$ cat src/rtl/dsc_pkg.sv
package dsc_pkg;

  typedef struct packed {
    logic loadSeed;
    logic shiftEn;
    logic judge;
  } dscStrobes_t;

  // Full characteristic polynomial including the x^dataW term.
  // With modified set, the polynomial is multiplied by (x+1).
  function automatic logic [63:0] fullPoly(input int dataW,
                                           input logic [63:0] taps,
                                           input bit modified);
    logic [63:0] p;
    p = taps | (64'd1 << dataW);
    if (modified) p = p ^ (p << 1);
    return p;
  endfunction

endpackage

$ cat src/rtl/dsc_misr.sv
module dsc_misr
  import dsc_pkg::*;
#(
  parameter int DATA_W = 8,
  parameter int REG_W = 8,
  parameter logic [REG_W:0] POLY = '1,
  parameter bit SHIFT_UP = 1'b1,
  parameter logic [REG_W-1:0] SEED = '0
) (
  input  logic              clk,
  input  dscStrobes_t       st,
  input  logic [DATA_W-1:0] dataIn,
  output logic [REG_W-1:0]  sig
);

  logic [REG_W-1:0] dataExt;
  logic [REG_W-1:0] stepped;

  always_comb begin
    dataExt = '0;
    dataExt[DATA_W-1:0] = dataIn;
  end

  generate
    if (SHIFT_UP) begin : g_up
      always_comb begin
        stepped = {sig[REG_W-2:0], 1'b0};
        if (sig[REG_W-1]) stepped = stepped ^ POLY[REG_W-1:0];
      end
    end else begin : g_down
      logic [REG_W:0] folded;
      always_comb begin
        folded = {1'b0, sig};
        if (sig[0]) folded = folded ^ POLY;
        stepped = folded[REG_W:1];
      end
    end
  endgenerate

  always_ff @(posedge clk) begin
    if (st.loadSeed) sig <= SEED;
    else if (st.shiftEn) sig <= stepped ^ dataExt;
  end

  assert_seed_load_R3: assert property (@(posedge clk)
    st.loadSeed |=> sig == SEED);

  assert_hold_idle_R4: assert property (@(posedge clk)
    (!st.loadSeed && !st.shiftEn) |=> $stable(sig));

  assert_zero_fixed_point_R1: assert property (@(posedge clk)
    (!st.loadSeed && st.shiftEn && sig == '0 && dataIn == '0) |=> sig == '0);

endmodule

$ cat src/rtl/dsc_datapath.sv
module dsc_datapath
  import dsc_pkg::*;
#(
  parameter int DATA_W = 8,
  parameter int REG_W = 8,
  parameter logic [REG_W:0] POLY = '1,
  parameter logic [REG_W-1:0] SEED = '0
) (
  input  logic              clk,
  input  dscStrobes_t       st,
  input  logic [DATA_W-1:0] dataIn,
  input  logic [REG_W-1:0]  expFwd,
  input  logic [REG_W-1:0]  expRev,
  output logic [REG_W-1:0]  fwdSig,
  output logic [REG_W-1:0]  revSig,
  output logic              bothMatch
);

  dsc_misr #(.DATA_W(DATA_W), .REG_W(REG_W), .POLY(POLY),
             .SHIFT_UP(1'b1), .SEED(SEED)) fwdMisr_i (
    .clk(clk), .st(st), .dataIn(dataIn), .sig(fwdSig));

  dsc_misr #(.DATA_W(DATA_W), .REG_W(REG_W), .POLY(POLY),
             .SHIFT_UP(1'b0), .SEED(SEED)) revMisr_i (
    .clk(clk), .st(st), .dataIn(dataIn), .sig(revSig));

  always_comb bothMatch = (fwdSig == expFwd) && (revSig == expRev);

endmodule

$ cat src/rtl/dsc_control.sv
module dsc_control
  import dsc_pkg::*;
(
  input  logic        clk,
  input  logic        rst,
  input  logic        seedLoad,
  input  logic        capture,
  input  logic        done,
  input  logic        bothMatch,
  output dscStrobes_t st,
  output logic        passFlag,
  output logic        failFlag
);

  always_comb begin
    st.loadSeed = rst | seedLoad;
    st.shiftEn  = capture & ~st.loadSeed;
    st.judge    = done & ~st.loadSeed;
  end

  always_ff @(posedge clk) begin
    if (st.loadSeed) begin
      passFlag <= 1'b0;
      failFlag <= 1'b0;
    end else if (st.judge) begin
      passFlag <= bothMatch;
      failFlag <= ~bothMatch;
    end
  end

  assert_flags_exclusive_R5: assert property (@(posedge clk) disable iff (rst)
    !(passFlag && failFlag));

  assert_verdict_R5: assert property (@(posedge clk) disable iff (rst)
    (done && !seedLoad) |=> (passFlag == $past(bothMatch)) && (failFlag != $past(bothMatch)));

  assert_verdict_hold_R6: assert property (@(posedge clk) disable iff (rst)
    (!done && !seedLoad) |=> $stable(passFlag) && $stable(failFlag));

  assert_clear_on_seed_R3: assert property (@(posedge clk)
    (rst || seedLoad) |=> !passFlag && !failFlag);

endmodule

$ cat src/rtl/dual_signature_compactor.sv
module dual_signature_compactor
  import dsc_pkg::*;
#(
  parameter int DATA_W = 8,
  parameter logic [DATA_W-1:0] POLY_TAPS = 8'h1D,
  parameter bit MODIFIED = 1'b0,
  localparam int REG_W = DATA_W + (MODIFIED ? 1 : 0)
) (
  input  logic              clk,
  input  logic              rst,
  input  logic              seedLoad,
  input  logic              capture,
  input  logic              done,
  input  logic [DATA_W-1:0] dataIn,
  input  logic [REG_W-1:0]  expFwd,
  input  logic [REG_W-1:0]  expRev,
  output logic [REG_W-1:0]  fwdSig,
  output logic [REG_W-1:0]  revSig,
  output logic              passFlag,
  output logic              failFlag
);

  localparam logic [63:0] POLY_FULL = fullPoly(DATA_W, 64'(POLY_TAPS), MODIFIED);
  localparam logic [REG_W:0] POLY = POLY_FULL[REG_W:0];
  localparam logic [REG_W-1:0] SEED = '0;

  dscStrobes_t st;
  logic bothMatch;

  dsc_control control_i (
    .clk(clk), .rst(rst), .seedLoad(seedLoad), .capture(capture),
    .done(done), .bothMatch(bothMatch), .st(st),
    .passFlag(passFlag), .failFlag(failFlag));

  dsc_datapath #(.DATA_W(DATA_W), .REG_W(REG_W), .POLY(POLY), .SEED(SEED)) datapath_i (
    .clk(clk), .st(st), .dataIn(dataIn), .expFwd(expFwd), .expRev(expRev),
    .fwdSig(fwdSig), .revSig(revSig), .bothMatch(bothMatch));

endmodule

$ cat config.mk
export PLATFORM = sky130hd
export DESIGN_NAME = dual_signature_compactor
export DESIGN_NICKNAME = d
export VERILOG_FILES = /design/src/rtl/dsc_pkg.sv /design/src/rtl/dsc_misr.sv /design/src/rtl/dsc_datapath.sv /design/src/rtl/dsc_control.sv /design/src/rtl/dual_signature_compactor.sv
export SDC_FILE = /design/constraint.sdc
export NUM_CORES = 1
export LEC_CHECK = 0
export BUFFER_PORTS_ARGS = -buffer_cell sky130_fd_sc_hd__buf_2
export CORE_MARGIN = 1.5
export CORE_UTILIZATION = 30
export CTS_CLUSTER_SIZE = 28
export DETAILED_ROUTE_END_ITERATION = 8
export GPL_ROUTABILITY_DRIVEN = 0
export MAX_ROUTING_LAYER = met4
export PLACE_DENSITY_LB_ADDON = 0.2
export SLEW_MARGIN = 30
export SYNTH_ARGS = -nofsm -noshare
export SYNTH_HDL_FRONTEND = slang
export SYNTH_SLANG_ARGS = --single-unit
$ cat constraint.sdc
create_clock -name clk -period 1 [get_ports clk]
set_input_delay 0.15 -clock clk [delete_from_list [all_inputs] [get_ports clk]]
set_output_delay 0.15 -clock clk [all_outputs]
set_load 0.01 [all_outputs]
==> key figures <==
STA
  • FMAX: around 0.79 GHz
  • Final hold vios: 0
  • Final setup fails: 24
  • Fin worst setup slack: -273 ps
  • Slew Limit Fails: 0
  • Clk_skew: around 4 ps
  • Worst-margin pin slew: ~380 ps
  • Final Cycle Share: 127%
  • Slew headroom: between 70% and 80%
  • RSZ-0062 raised after global routing: yes
  • Fin crit period: roughly 1300 ps

Clock network
  • H-tree levels: 1
  • CTS buffer count: 3
  • CTS tree: done
  • Clock buffer depth: 2
  • Clock Sinks: 18
  • Clock transition at path regs: 110 ps
  • Clock Latency Late Sink: between 200 and 300 ps
  • CTS root buf: clkbuf_4
  • CTS Hold Bufs: 0

Setup path
  • Worst path top cell family by delay: simple AND/OR/NAND/NOR gates
  • Crit Path Category: flop to flop
  • Crit path DAT: between 1500 and 2000 ps
  • R2R depth: 4
  • Critical path depth: 4
  • Worst Path Required: ~1300 ps
  • R2R Setup Slk: -270 ps
  • Worst setup SP type: flop
  • RR Startpoint: datapath_i.fwdMisr_i.sig[1]
  • Worst path slowest cell: dfxtp_4
  • Slowest stage delay, CP: between 300 and 400 ps
  • Worst setup EP type: flop
  • Worst path bufs/invs: 0
  • Critical path cell sequence: xor2_2, nor4_4, and4_1, a32o_2
  • Critical path fanouts, max: 2
  • Reg-to-Reg End: control_i.passFlag

Route
  • # DRC: 0
  • TritonRoute pass-1 iters: 3
  • Avg WL per Cell: about 13 um
  • Total Wirelength: ~3 mm
  • DRT iter0 DRCs: 19
  • Routed vias: ~1000
  • Via/cell ratio: 4.57
  • Routed Antenna Nets: 0

Die
  • # rows: 20
  • Die height: 60.8 um
  • Initial cell density of the core: 32.3%
  • Die ar.: 3690 sq um
  • Core footprint: a little over 3000 sq um
  • Ports: between 40 and 50
  • Die Span X: between 60 and 70 um

Placed design
  • Dpl ws: -372 ps
  • Post-DP HPWL: between 2 and 2.5 mm
  • IO Port Bufs: 46

Synth
  • Post-synthesis register bit count: 18
  • Synth warnings: 0
  • Net Count, Synth: between 100 and 150
  • EDFF count, synth: 0
  • Ranking of synthesized cells by area: dfxtp_1 (36%), xnor2_1 (30%), a211oi_1 (7.5%), nor2_1 (6.4%), mux2i_1 (6.0%)
  • Yosys top cell by area: dfxtp_1
  • Synthesized instance count: 108
  • Fraction of post-synthesis cell area in the top cell type by area: between 30% and 40%
  • Number of library cell types mapped by synthesis: 20
  • Post-synthesis sequential area ratio: about 36%
  • Commonest cells post-synth: xnor2_1 (34), dfxtp_1 (18), nor2_1 (17)
  • Asr flop ratio synth: 0%
  • Post-Syn Area: around 1000 sq um
  • Syn_area_per_cell: ~9 sq um
  • Count leader, synth: xnor2_1
  • Dominant synthesized flop cell: dfxtp_1

Global route
  • First-pass GRT wire length: approximately 4.6 mm
  • Vias in the first global route: 1028
  • All-layer global routing usage: between 10% and 20%
  • Largest net degree at the start of global routing: 27
  • Grt ovf: 0
  • Initial antenna violation count: 0

Power
  • PwrDens: 933 nW/um^2
  • Final Total Pwr: 0.00181 W
  • Worst vdd ir: ~0.00048 V
  • Leakage power: between 0.8 and 0.9 nW

Layout
  • P&R area growth vs syn: 94.0%
  • N_diodes: 0
  • Nets@finish: roughly 210
  • Fraction of layout instances using a drive strength above 1: between 60% and 70%

Status
  • Outcome: finished, violations left
  • Failing checks: negative setup slack

Job
  • Max-Cap Viols: 0

Hold path
  • Hold path depth: 3
  • Min-delay worst type: input port to flop
  • Hold Path Sink: datapath_i.revMisr_i.sig[6]
  • Hold_sp: dataIn[6]
[per-layer routing]
layer,vias to the layer above,routed length (um),global-route usage (%)
met5,-,0,-
met4,0,24,7.76
li1,516,-,-
met2,30,1590,30.3
met1,493,1300,19.4
met3,2,162,2.99
[state kept, by name, summed over array words and instances (netlist names)]
register,count
datapath_i.fwdMisr_i.sig,8
datapath_i.revMisr_i.sig,8
control_i.failFlag,1
control_i.passFlag,1
[worst max path at each step]
stage,slack (ps),startpoint,end
6_report,-270,datapath_i.fwdMisr_i.sig[1],control_i.passFlag
4_1_cts,-260,datapath_i.revMisr_i.sig[5],control_i.passFlag
5_1_grt,-330,datapath_i.fwdMisr_i.sig[1],control_i.passFlag
3_3_place_gp,-250,datapath_i.fwdMisr_i.sig[1],control_i.failFlag
3_5_place_dp,-370,datapath_i.fwdMisr_i.sig[1],control_i.passFlag
2_1_floorplan,-120,datapath_i.fwdMisr_i.sig[1],control_i.failFlag
[layout by cell type (no fill, tap or decap)]
| master | instances |
|---|---|
| dfxtp_4 | 2 |
| nand4_1 | 2 |
| and3_4 | 1 |
| clkbuf_4 | 3 |
| buf_6 | 39 |
| xnor2_4 | 4 |
| a21oi_2 | 1 |
| xor2_1 | 2 |
| buf_4 | 9 |
| nor2_2 | 1 |
| xnor2_1 | 22 |
| buf_12 | 1 |
| a211oi_2 | 2 |
| and4_1 | 1 |
| nor2_1 | 16 |
| o21ai_0 | 1 |
| xor2_2 | 2 |
| clkbuf_1 | 1 |
| xnor2_2 | 8 |
| dfxtp_1 | 2 |
| mux2i_1 | 6 |
| or2_2 | 1 |
| nand3_1 | 1 |
| a211oi_1 | 8 |
| nor3_2 | 1 |
| a32o_2 | 1 |
| buf_2 | 30 |
| inv_1 | 1 |
| dfxtp_2 | 14 |
| nor4_4 | 1 |
[what timing repair did]
action,CTS,global route
setup endpoints to repair,21,31
pin swaps,15,15
gates resized for setup,56,27
setup buffers,14,6
[stage by stage]
step	hold slack, ps	area [sq um]	instances	util [%]	setup TNS [ps]
floorplan	329	1030	108	-	-232
global placement	442	1420	209	45.7	-705
detailed placement	454	1420	209	45.7	-959
CTS	146	1790	227	57.8	-1390
global route	152	1940	228	62.6	-2460
finish	160	1940	228	62.6	-1390
[final cells by class]
class	instances	area [sq um]
inverters	1	3.75
clock buffers	4	26.3
repair buffers	79	677
well taps	44	55.1
flip-flops and latches	18	385
fillers	296	1160
multi-input cells	82	795
[logic make-up (layout without fill, tap and decap cells)]
group	Yosys count	count (layout)	share of synthesized area, %
compound gates	13	13	9.50
xor+xnor	38	38	33.3
buf+inv	8	84	3.75
flops	18	18	36.0
mux	6	6	6.00
simple gates	25	25	11.5
[where the power goes]
group | internal (W) | switching [W] | total [W]
sequential | 0.000751 | 0.0000322 | 0.000783
combinational | 0.000377 | 0.000265 | 0.000642
clock | 0.000155 | 0.000232 | 0.000387
[worst min-delay path: stages]
cell and delay (ps):
buf_2 120, xnor2_2 110, a211oi_1 50
Power figures use the tool's default switching activity.
